`src/rtl/dpll_pkg.sv`:
```
package dpll_pkg;

    typedef enum logic [1:0] {
        ST_FREE = 2'd0,
        ST_ACQ  = 2'd1,
        ST_LOCK = 2'd2
    } lock_st_e;

    typedef enum logic [1:0] {
        CORR_NONE  = 2'd0,
        CORR_LONG  = 2'd1,
        CORR_SHORT = 2'd2
    } corr_e;

endpackage

```
`src/rtl/dpll_phase_ctr.sv`:
```
module dpll_phase_ctr
    import dpll_pkg::*;
#(
    parameter int DIV_NOM = 40,
    parameter int WIN_CYC = 1920,
    parameter int BIT_W   = 8
) (
    input  logic             clk_ref,
    input  logic             rst_n,
    input  logic             frame_stb,
    input  logic             drop_pend,
    output logic             phase_zero,
    output logic [BIT_W-1:0] bit_cnt
);
    localparam int PH_W  = $clog2(DIV_NOM + 2);
    localparam int WIN_W = $clog2(WIN_CYC + 1);
    localparam logic [PH_W-1:0]  LIM_NOM   = PH_W'(DIV_NOM);
    localparam logic [PH_W-1:0]  LIM_LONG  = PH_W'(DIV_NOM + 1);
    localparam logic [PH_W-1:0]  LIM_SHORT = PH_W'(DIV_NOM - 1);
    localparam logic [PH_W-1:0]  HALF      = PH_W'(DIV_NOM / 2);
    localparam logic [WIN_W-1:0] WIN_FULL  = WIN_W'(WIN_CYC);

    logic [PH_W-1:0]  ph_q, lim_q, lim_nx;
    logic [WIN_W-1:0] since_q;
    logic [BIT_W-1:0] bit_q;
    corr_e            pend_q, pend_nx;
    logic             wrap, sched;

    always_comb begin
        wrap  = (ph_q == lim_q - 1'b1);
        sched = frame_stb && (ph_q != '0) && (since_q == WIN_FULL);
        unique case (pend_q)
            CORR_LONG:  lim_nx = LIM_LONG;
            CORR_SHORT: lim_nx = LIM_SHORT;
            default:    lim_nx = LIM_NOM;
        endcase
        pend_nx = pend_q;
        if (drop_pend)
            pend_nx = CORR_NONE;
        else if (sched)
            pend_nx = (ph_q < HALF) ? CORR_LONG : CORR_SHORT;
        else if (wrap)
            pend_nx = CORR_NONE;
    end

    always_ff @(posedge clk_ref or negedge rst_n) begin
        if (!rst_n) begin
            ph_q    <= '0;
            lim_q   <= LIM_NOM;
            pend_q  <= CORR_NONE;
            since_q <= WIN_FULL;
            bit_q   <= '0;
        end else begin
            pend_q <= pend_nx;
            if (wrap) begin
                ph_q  <= '0;
                lim_q <= lim_nx;
                bit_q <= bit_q + 1'b1;
            end else begin
                ph_q <= ph_q + 1'b1;
            end
            if (sched)
                since_q <= '0;
            else if (since_q != WIN_FULL)
                since_q <= since_q + 1'b1;
        end
    end

    assign phase_zero = (ph_q == '0);
    assign bit_cnt    = bit_q;


    ph_range_chk: assert property (@(posedge clk_ref) disable iff (!rst_n)
        ph_q <= LIM_LONG - 1'b1);


    zero_no_corr_chk: assert property (@(posedge clk_ref) disable iff (!rst_n)
        (frame_stb && phase_zero) |=> (pend_q == $past(pend_q)));


    tx_single_chk: assert property (@(posedge clk_ref) disable iff (!rst_n)
        phase_zero |=> !phase_zero);

endmodule

```
`src/rtl/dpll_lock_fsm.sv`:
```
module dpll_lock_fsm
    import dpll_pkg::*;
#(
    parameter int FP_FAST  = 960,
    parameter int FP_SLOW  = 1920,
    parameter int LOCK_CNT = 4,
    parameter int DROP_CNT = 2
) (
    input  logic clk_ref,
    input  logic rst_n,
    input  logic frame_stb,
    input  logic phase_zero,
    input  logic rate_sel,
    output logic locked,
    output logic timeout
);
    localparam int GAP_W = $clog2(2 * FP_SLOW + 1);
    localparam int GW    = $clog2(LOCK_CNT + 1);
    localparam int BW    = $clog2(DROP_CNT + 1);
    localparam logic [GAP_W-1:0] GAP_F  = GAP_W'(2 * FP_FAST);
    localparam logic [GAP_W-1:0] GAP_S  = GAP_W'(2 * FP_SLOW);
    localparam logic [GW-1:0]    G_LAST = GW'(LOCK_CNT - 1);
    localparam logic [GW-1:0]    G_SAT  = GW'(LOCK_CNT);
    localparam logic [BW-1:0]    B_LAST = BW'(DROP_CNT - 1);
    localparam logic [BW-1:0]    B_SAT  = BW'(DROP_CNT);

    lock_st_e         state_q, state_nx;
    logic [GAP_W-1:0] gap_q;
    logic [GW-1:0]    good_q;
    logic [BW-1:0]    bad_q;
    logic             hit, miss, tmo;

    always_comb begin
        hit  = frame_stb && phase_zero;
        miss = frame_stb && !phase_zero;
        tmo  = !frame_stb && (state_q != ST_FREE) &&
               (gap_q >= (rate_sel ? GAP_S : GAP_F));
    end

    // next state
    always_comb begin
        state_nx = state_q;
        unique case (state_q)
            ST_FREE: begin
                if (hit && good_q == G_LAST) state_nx = ST_LOCK;
                else if (frame_stb)          state_nx = ST_ACQ;
            end
            ST_ACQ: begin
                if (tmo)                          state_nx = ST_FREE;
                else if (hit && good_q == G_LAST) state_nx = ST_LOCK;
            end
            ST_LOCK: begin
                if (tmo)                          state_nx = ST_FREE;
                else if (miss && bad_q == B_LAST) state_nx = ST_ACQ;
            end
            default: state_nx = ST_FREE;
        endcase
    end

    // state register
    always_ff @(posedge clk_ref or negedge rst_n) begin
        if (!rst_n) state_q <= ST_FREE;
        else        state_q <= state_nx;
    end

    always_ff @(posedge clk_ref or negedge rst_n) begin
        if (!rst_n) begin
            gap_q  <= '0;
            good_q <= '0;
            bad_q  <= '0;
        end else begin
            if (frame_stb)         gap_q <= '0;
            else if (gap_q != GAP_S) gap_q <= gap_q + 1'b1;
            if (tmo) begin
                good_q <= '0;
                bad_q  <= '0;
            end else if (hit) begin
                bad_q  <= '0;
                if (good_q != G_SAT) good_q <= good_q + 1'b1;
            end else if (miss) begin
                good_q <= '0;
                if (bad_q != B_SAT) bad_q <= bad_q + 1'b1;
            end
        end
    end

    // outputs
    always_comb begin
        locked  = (state_q == ST_LOCK);
        timeout = tmo;
    end


    lock_cause_chk: assert property (@(posedge clk_ref) disable iff (!rst_n)
        $rose(locked) |-> $past(hit));


    loss_unlock_chk: assert property (@(posedge clk_ref) disable iff (!rst_n)
        timeout |=> !locked);

endmodule

```
`src/rtl/dpll_rx_tap.sv`:
```
module dpll_rx_tap #(
    parameter int DIV_NOM = 40,
    parameter int OFS_W   = $clog2(DIV_NOM)
) (
    input  logic             clk_ref,
    input  logic             rst_n,
    input  logic             tx_bit_en,
    input  logic [OFS_W-1:0] rx_ofs,
    output logic             rx_smp_en
);
    localparam logic [OFS_W-1:0] OFS_MAX = OFS_W'(DIV_NOM - 1);

    logic [DIV_NOM-1:0] dly_q;
    logic [OFS_W-1:0]   ofs_c;

    always_ff @(posedge clk_ref or negedge rst_n) begin
        if (!rst_n) dly_q[0] <= 1'b0;
        else        dly_q[0] <= tx_bit_en;
    end

    for (genvar i = 1; i < DIV_NOM; i++) begin : g_tap
        always_ff @(posedge clk_ref or negedge rst_n) begin
            if (!rst_n) dly_q[i] <= 1'b0;
            else        dly_q[i] <= dly_q[i-1];
        end
    end

    always_comb begin
        ofs_c     = (rx_ofs > OFS_MAX) ? OFS_MAX : rx_ofs;
        rx_smp_en = (ofs_c == '0) ? tx_bit_en : dly_q[ofs_c - 1'b1];
    end


    rx_single_chk: assert property (@(posedge clk_ref) disable iff (!rst_n)
        (rx_smp_en && $stable(rx_ofs)) |=> !rx_smp_en);

endmodule

```
`src/rtl/bitclk_dpll.sv`:
```
module bitclk_dpll
    import dpll_pkg::*;
#(
    parameter int DIV_NOM  = 40,
    parameter int WIN_CYC  = 1920,
    parameter int FP_FAST  = 960,
    parameter int FP_SLOW  = 1920,
    parameter int BIT_W    = 8,
    localparam int OFS_W   = $clog2(DIV_NOM)
) (
    input  logic             clk_ref,
    input  logic             rst_n,
    input  logic             frame_stb,
    input  logic             rate_sel,
    input  logic [OFS_W-1:0] rx_ofs,
    output logic             tx_bit_en,
    output logic             rx_smp_en,
    output logic [BIT_W-1:0] bit_cnt,
    output logic             locked
);
    logic phase_zero, timeout;

    dpll_phase_ctr #(.DIV_NOM(DIV_NOM), .WIN_CYC(WIN_CYC), .BIT_W(BIT_W)) u_ph (
        .clk_ref    (clk_ref),
        .rst_n      (rst_n),
        .frame_stb  (frame_stb),
        .drop_pend  (timeout),
        .phase_zero (phase_zero),
        .bit_cnt    (bit_cnt)
    );

    dpll_lock_fsm #(.FP_FAST(FP_FAST), .FP_SLOW(FP_SLOW)) u_fsm (
        .clk_ref    (clk_ref),
        .rst_n      (rst_n),
        .frame_stb  (frame_stb),
        .phase_zero (phase_zero),
        .rate_sel   (rate_sel),
        .locked     (locked),
        .timeout    (timeout)
    );

    assign tx_bit_en = phase_zero;

    dpll_rx_tap #(.DIV_NOM(DIV_NOM), .OFS_W(OFS_W)) u_rx (
        .clk_ref   (clk_ref),
        .rst_n     (rst_n),
        .tx_bit_en (tx_bit_en),
        .rx_ofs    (rx_ofs),
        .rx_smp_en (rx_smp_en)
    );

endmodule

```
`config.mk`:
```
export PLATFORM = sky130hd
export DESIGN_NAME = bitclk_dpll
export DESIGN_NICKNAME = d
export VERILOG_FILES = /design/src/rtl/dpll_pkg.sv /design/src/rtl/dpll_phase_ctr.sv /design/src/rtl/dpll_lock_fsm.sv /design/src/rtl/dpll_rx_tap.sv /design/src/rtl/bitclk_dpll.sv
export SDC_FILE = /design/constraint.sdc
export NUM_CORES = 1
export LEC_CHECK = 0
export BUFFER_PORTS_ARGS = -buffer_cell sky130_fd_sc_hd__clkbuf_2
export CORE_MARGIN = 2
export CORE_UTILIZATION = 55
export CTS_CLUSTER_SIZE = 16
export DETAILED_ROUTE_END_ITERATION = 10
export PLACE_DENSITY = 0.76
export SYNTH_ARGS = -nofsm -noshare
export SYNTH_HDL_FRONTEND = slang
export SYNTH_HIERARCHICAL = 1
export SYNTH_SLANG_ARGS = --single-unit
```
`constraint.sdc`:
```
create_clock -name clk_ref -period 3.3 [get_ports clk_ref]
set_input_delay 0.165 -clock clk_ref [delete_from_list [all_inputs] [get_ports clk_ref]]
set_output_delay 0.165 -clock clk_ref [all_outputs]
set_load 0.01 [all_outputs]
```
==> results.py, run 1 <==
metrics = {
    "outcome": {
        "status": "finished, final reports clean",
    },
    "logic_synthesis": {
        "syn_area_per_cell_um2": 11.7,
        "ys_seq_area_frac": 0.529,
        "yosysTopAreaCellShare": 0.498,
        "ys_types": 59,
        "synth-warning-count": 6,
        "synth_edf_count": 0,
        "syn-num-nets": 391,
        "synthTopCellsByArea": "dfrtp_1 50%, ha_1 5.6%, xnor2_1 4.8%, mux4_1 4.4%, dfstp_2 3.1%",
        "async_flop_share": 1.00,
        "syn_inst": 362,
        "ys_seq_elements": 89,
        "ys.flop_type": "dfrtp_1",
        "syn-cell-area_um2": 4220,
        "yosysTopAreaCell": "dfrtp_1",
    },
    "hold_path": {
        "hp-class": "in2reg",
        "hold_path_end": "u_fsm/gap_q[5]",
        "whs_path_depth": 2,
        "hp-start": "frame_stb",
    },
    "power_and_ir_drop": {
        "sequentialPowerShare": 0.524,
        "swShare": 0.316,
        "p_switching_uw": 787,
        "p_leak_nw": 2.17,
        "internal_power_mw": 1.70,
        "p_clk_frac": 0.285,
        "peakVddDrop_mv": 0.392,
        "comb_power_share": 0.191,
        "powerDensity_nw_per_um2": 535,
    },
    "timing": {
        "min_period_ns": 2.86,
        "holdWs_ns": 0.268,
        "final_hold_viol_count": 0,
        "slew_headroom": 0.548,
        "setup_violations": 0,
        "skew_ns": 0.00993,
        "finalCritPeriodShare": 0.867,
        "fmax_ghz": 0.350,
        "timing.final.ws_setup_ns": 0.440,
        "finalSetupTns_ns": 0,
        "tightest_slew_ns": 0.678,
        "rsz0062_at_grt": "false",
        "slew_violations": 0,
    },
    "cts": {
        "htree_levels": 3,
        "cts_buffer_depth": 2,
        "clkSinkCount": 89,
        "clock-root-buffer": "clkbuf_8",
        "clk_pin_slew_ns": 0.09,
        "ctsResizeCount": 0,
        "cts_tree": "done",
        "numCtsBuffers": 9,
        "insertion_delay_ns": 0.36,
    },
    "floorplanning": {
        "rows": 31,
        "die_x_um": 91.6,
        "die_area_um2": 8390,
        "io_pins": 21,
        "core_area_um2": 7330,
        "initial_core_util": 0.576,
        "die_h_um": 91.6,
    },
    "cells_and_area": {
        "final_cell_mix": "84 x dfrtp_1, 30 x nor2_1, 24 x inv_1",
        "layout.nets": 421,
        "finish.instance_area_um2": 4650,
        "synthToLayoutAreaGrowth_pct": 10.3,
        "layout_commonest_cell": "dfrtp_1",
        "drive_gt1_frac": 0.154,
        "diodes": 0,
    },
    "drt": {
        "drt_iter0_markers": 135,
        "met2WireLength_um": 3530,
        "vias": 2827,
        "routed_wl_um": 7320,
        "wire_per_inst_um": 14.8,
        "drtAntennaViolNets": 0,
        "drc": 0,
        "drtPass1Iterations": 4,
        "drt-met1-wl_um": 3420,
        "viasPerCell": 5.70,
        "routed.top_layer": "met4",
        "dr_wl_met3_um": 261,
    },
    "critical_path": {
        "critPathLaunchType": "primary input",
        "crit_type": "in2out",
        "cp_data_arrival_time_ns": 2.70,
        "r2r_end": "u_ph/bit_cnt[1]",
        "rrSetupSlack_ns": 0.94,
        "reg2reg_from": "u_ph/lim_q[0]",
        "end_kind": "output port",
        "path_max_fanout": 14,
        "cp-startpoint": "rx_ofs[5]",
        "r2r_cells": 7,
        "required_ns": 3.13,
    },
    "global_route": {
        "antenna_found_initial": 0,
        "grt_pass1_wl_um": 13000,
        "overflow": 0,
        "grt_use_total": 0.194,
        "grt_pass1_vias": 2814,
        "grt_max_degree": 56,
    },
    "placement": {
        "portBuffers": 20,
        "dpl.hpwl_um": 5210,
        "gp_congestion": 0.820,
        "placed_area_um2": 4450,
        "place_ws_ns": 0.417,
    },
    "job": {
        "cap_violations": 0,
    },
}
power by group through the flow:
stage               Combinational, mW  Sequential (mW)  Clock [mW]
finish                          0.476             1.30       0.711
floorplan                       0.362             1.30           0
global route                    0.541             1.32       0.789
global placement                0.449             1.31           0
CTS                             0.479             1.30       0.739
detailed placement              0.474             1.32           0
critical path, stage by stage:
cell and delay [ns]:
clkbuf_2 0.21, o21a_4 0.20, or2_4 0.15, inv_6 0.06
ha_1 0.57, nor2b_1 0.12, a2111oi_0 0.52, a221oi_1 0.10
o21bai_1 0.18, nand3_1 0.11, a21o_1 0.17, clkbuf_2 0.12
logic make-up after synthesis:
kind of cell	after synthesis	share of synthesized area
flip-flops	89	0.529
adder cells (fa/ha/maj)	19	0.0563
buffers and inverters	31	0.0299
multiplexers	16	0.0685
AND/OR/NAND/NOR	123	0.158
XOR/XNOR	33	0.0685
AO/OA/AOI/OAI	51	0.0892
flip-flops by register name (all words and copies together) (netlist names):
register       cells
u_rx/dly_q        40
u_fsm/gap_q       12
u_ph/since_q      11
u_ph/bit_cnt       8
u_ph/ph_q          6
u_fsm/good_q       3
u_ph/lim_q         3
u_fsm/bad_q        2
u_fsm/state_q      2
u_ph/pend_q        2
cell type report:
cell class              count  area [µm²]
fillers                   566        2680
clock inverters             7        70.1
inverters                  25        98.8
multi-input cells         242        1860
flip-flops and latches     89        2230
repair buffers             25         143
well taps                  99         124
clock buffers               9         124
synthesized netlist by cell type (7+ instances only):
cell type,n
nand2_1,22
o21ai_0,9
nand3_1,17
xnor2_1,23
a21oi_1,12
inv_1,24
xor2_1,10
dfrtp_1,84
nand4_1,9
nor2_1,30
ha_1,19
mux4_1,7
worst max-delay path by stage:
stage | end | depth (start not counted)
2_1_floorplan | rx_smp_en | 9
3_3_place_gp | rx_smp_en | 10
3_5_place_dp | rx_smp_en | 12
4_1_cts | rx_smp_en | 12
5_1_grt | rx_smp_en | 12
6_report | rx_smp_en | 12
per-layer routing:
| layer | up-vias | GRT usage |
|---|---|---|
| li1 | 1350 | - |
| met1 | 1402 | 0.262 |
| met2 | 63 | 0.306 |
| met3 | 12 | 0.0498 |
| met4 | 0 | 0.0669 |
| met5 | - | 0 |
metrics by stage:
step	util	instances	power, mW
floorplan	-	362	1.66
global placement	0.607	479	1.76
detailed placement	0.607	479	1.79
CTS	0.635	496	2.52
global route	0.635	496	2.65
finish	0.635	496	2.49
what timing repair did:
item | in CTS | in global routing
buffers inserted | 0 | 0
setup endpoints to repair | 0 | 0
hold buffers | 1 | 0
hold endpoints to repair | 48 | 0
Note: power is estimated with default switching activity, not from simulation.
==> inputs of run 2 (changes only) <==
--- a/config.mk
+++ b/config.mk
@@ -8,6 +8,7 @@
 export BUFFER_PORTS_ARGS = -buffer_cell sky130_fd_sc_hd__clkbuf_2
 export CORE_MARGIN = 2
 export CORE_UTILIZATION = 55
+export CTS_CLUSTER_DIAMETER = 50
 export CTS_CLUSTER_SIZE = 16
 export DETAILED_ROUTE_END_ITERATION = 10
 export PLACE_DENSITY = 0.76
==> constraint.sdc (replaced) <==
create_clock -name clk_ref -period 3.4 [get_ports clk_ref]
set_input_delay 0.17 -clock clk_ref [delete_from_list [all_inputs] [get_ports clk_ref]]
set_output_delay 0.17 -clock clk_ref [all_outputs]
set_load 0.01 [all_outputs]
==> run 2 against run 1 <==
  * Cell count fell by 0.20%
  * Register-to-register slack improved by 0.14 ns
  * Die area is the same
  * Non-clock buffer count decreased by 1
  * Largest power group unchanged
  * Clock power down 3.7%
  * Power is 3.0% lower
  * Clock skew grew 0.0028 ns
  * Critical path depth did not move
  * Worst hold slack better by 0.020 ns
  * Final area fell by 0.35%
==> results.py, run 2 (synthesis gave the netlist of run 1 again) <==
metrics = {
    "placement": {
        "place_ws_ns": 0.628,
        "post-place-cells": 478,
        "portBuffers": 20,
        "gp_congestion": 0.836,
        "dpl.hpwl_um": 5130,
    },
    "cells_and_area": {
        "utilization": 0.633,
        "fin_cells": 495,
        "drive_gt1_frac": 0.152,
        "layout_commonest_cell": "dfrtp_1",
        "top_register": "u_rx/dly_q",
        "layout.nets": 420,
        "largest_reg_flops": 40,
        "biggestRegsByFlops": "u_rx/dly_q (40), u_fsm/gap_q (12), u_ph/since_q (11)",
        "final_cell_mix": "84 x dfrtp_1, 30 x nor2_1, 24 x inv_1",
        "synthToLayoutAreaGrowth_pct": 9.87,
        "diodes": 0,
        "fillCellCount": 553,
        "regArea_um2": 2230,
        "multiInputGateArea_um2": 1860,
    },
    "cts": {
        "insertion_delay_ns": 0.36,
        "htree_levels": 3,
        "ctsResizeCount": 0,
        "numCtsBuffers": 9,
        "cts_setup_buffers": 0,
        "clkSinkCount": 89,
        "cts_buffer_depth": 2,
        "clk_pin_slew_ns": 0.10,
        "cts_tree": "done",
        "clock-root-buffer": "clkbuf_8",
    },
    "power_and_ir_drop": {
        "p_clk_frac": 0.284,
        "comb_power_share": 0.193,
        "peakVddDrop_mv": 0.324,
        "internal_power_mw": 1.65,
        "powerDensity_nw_per_um2": 521,
        "sequentialPowerShare": 0.523,
        "p_switching_uw": 763,
        "p_leak_nw": 2.16,
        "swShare": 0.316,
    },
    "critical_path": {
        "cpPeakStageDelay_ns": 0.46,
        "required_ns": 3.23,
        "critPathLaunchType": "primary input",
        "worstPathCellList": "clkbuf_2, o21a_4, or2_4, inv_6, ha_1, nor2b_1, a2111oi_0, a211oi_1, a221oi_1, a211oi_1, a21o_1, clkbuf_2",
        "critPathBufInv": 3,
        "end_kind": "output port",
        "path_max_fanout": 14,
        "cp_data_arrival_time_ns": 2.62,
        "slowest_stage": "ha_1",
        "crit_family": "compound AO/OA/AOI/OAI gates",
        "crit_type": "in2out",
    },
    "timing": {
        "finalCritPeriodShare": 0.821,
        "slew_violations": 0,
        "final_hold_viol_count": 0,
        "skew_ns": 0.0127,
        "timing.final.ws_setup_ns": 0.609,
        "tightest_slew_ns": 0.831,
        "fmax_ghz": 0.358,
        "slew_headroom": 0.441,
        "finalSetupTns_ns": 0,
        "rsz0062_at_grt": "false",
        "holdWs_ns": 0.288,
        "setup_violations": 0,
        "min_period_ns": 2.79,
    },
    "floorplanning": {
        "initial_core_util": 0.576,
        "rows": 31,
        "io_pins": 21,
        "die_h_um": 91.6,
        "die_area_um2": 8390,
        "core_area_um2": 7330,
        "die_x_um": 91.6,
    },
    "drt": {
        "vias": 2795,
        "viasPerCell": 5.65,
        "drt_iter0_markers": 182,
        "drtPass1Iterations": 4,
        "drc": 0,
        "routed_wl_um": 7490,
        "drtAntennaViolNets": 0,
        "wire_per_inst_um": 15.1,
    },
    "job": {
        "cap_violations": 0,
    },
    "global_route": {
        "grt_max_degree": 70,
        "antenna_found_initial": 0,
        "overflow": 0,
        "grt_pass1_wl_um": 12700,
        "grt_use_total": 0.191,
        "grt_pass1_vias": 2669,
    },
    "hold_path": {
        "hp-class": "in2reg",
    },
    "outcome": {
        "status": "finished, final reports clean",
    },
}
## run 2: cell count changes in the layout (fill, tap and decap cells not counted)
cell | previous run | this run
buf_4 | 5 | 4
clkinv_2 | 0 | 1
clkinv_4 | 1 | 0
clkinv_8 | 1 | 0
inv_8 | 1 | 2
## run 2: worst paths after layout
path                                     start               to  slack (ns)  cells past startpoint
worst max-delay path                 rx_ofs[3]        rx_smp_en        0.61                     12
worst max register to register   u_ph/lim_q[0]  u_ph/bit_cnt[1]        1.08                      7
worst min register to register  u_rx/dly_q[27]   u_rx/dly_q[28]        0.37                      0
worst min-delay path                 frame_stb   u_fsm/gap_q[5]        0.29                      2
max in group asynchronous                rst_n    u_ph/lim_q[2]        2.26                      3
min in group asynchronous                rst_n    u_rx/dly_q[9]        0.45                      2
## run 2: cell type report
class                      count  share of cell area
sequential                    89               0.482
multi-input combinational    242               0.401
timing repair buffer          24              0.0291
clock buffer                   9              0.0267
tap                           99              0.0267
inverter                      25              0.0213
clock inverter                 7              0.0132
## run 2: timing repair
item	in CTS	in global routing
hold buffers	1	0
endpoints found under the setup margin	0	0
hold endpoints to repair	62	0
## run 2: worst register-to-register path, delay by kind of cell (launching register included)
family                   cells  cell delay, ns
AND/OR/NAND/NOR              1            0.29
flip-flops                   1            0.50
AO/OA/AOI/OAI                2            0.42
multiplexers                 1            0.36
buffers and inverters        2            0.37
adder cells (fa/ha/maj)      1            0.26
## run 2: stage by stage
step,total power [mW],instance area (µm²)
4_1_cts,2.44,4640
2_1_floorplan,1.61,4220
3_5_place_dp,1.74,4440
3_3_place_gp,1.71,4440
5_1_grt,2.56,4640
6_report,2.41,4640
## run 2: per-layer routing
layer	vias to the layer above	routed length (µm)	GRT usage
li1	1352	-	-
met1	1374	3580	0.268
met2	55	3540	0.297
met3	14	216	0.0299
met4	0	153	0.0846
met5	-	0	0
## run 2: power by group through the flow
stage / logic (mW) / clock network (mW) / registers (mW)
3_5_place_dp: 0.459 / 0 / 1.28
6_report: 0.466 / 0.685 / 1.26
4_1_cts: 0.472 / 0.706 / 1.26
5_1_grt: 0.524 / 0.751 / 1.28
3_3_place_gp: 0.435 / 0 / 1.28
2_1_floorplan: 0.351 / 0 / 1.26
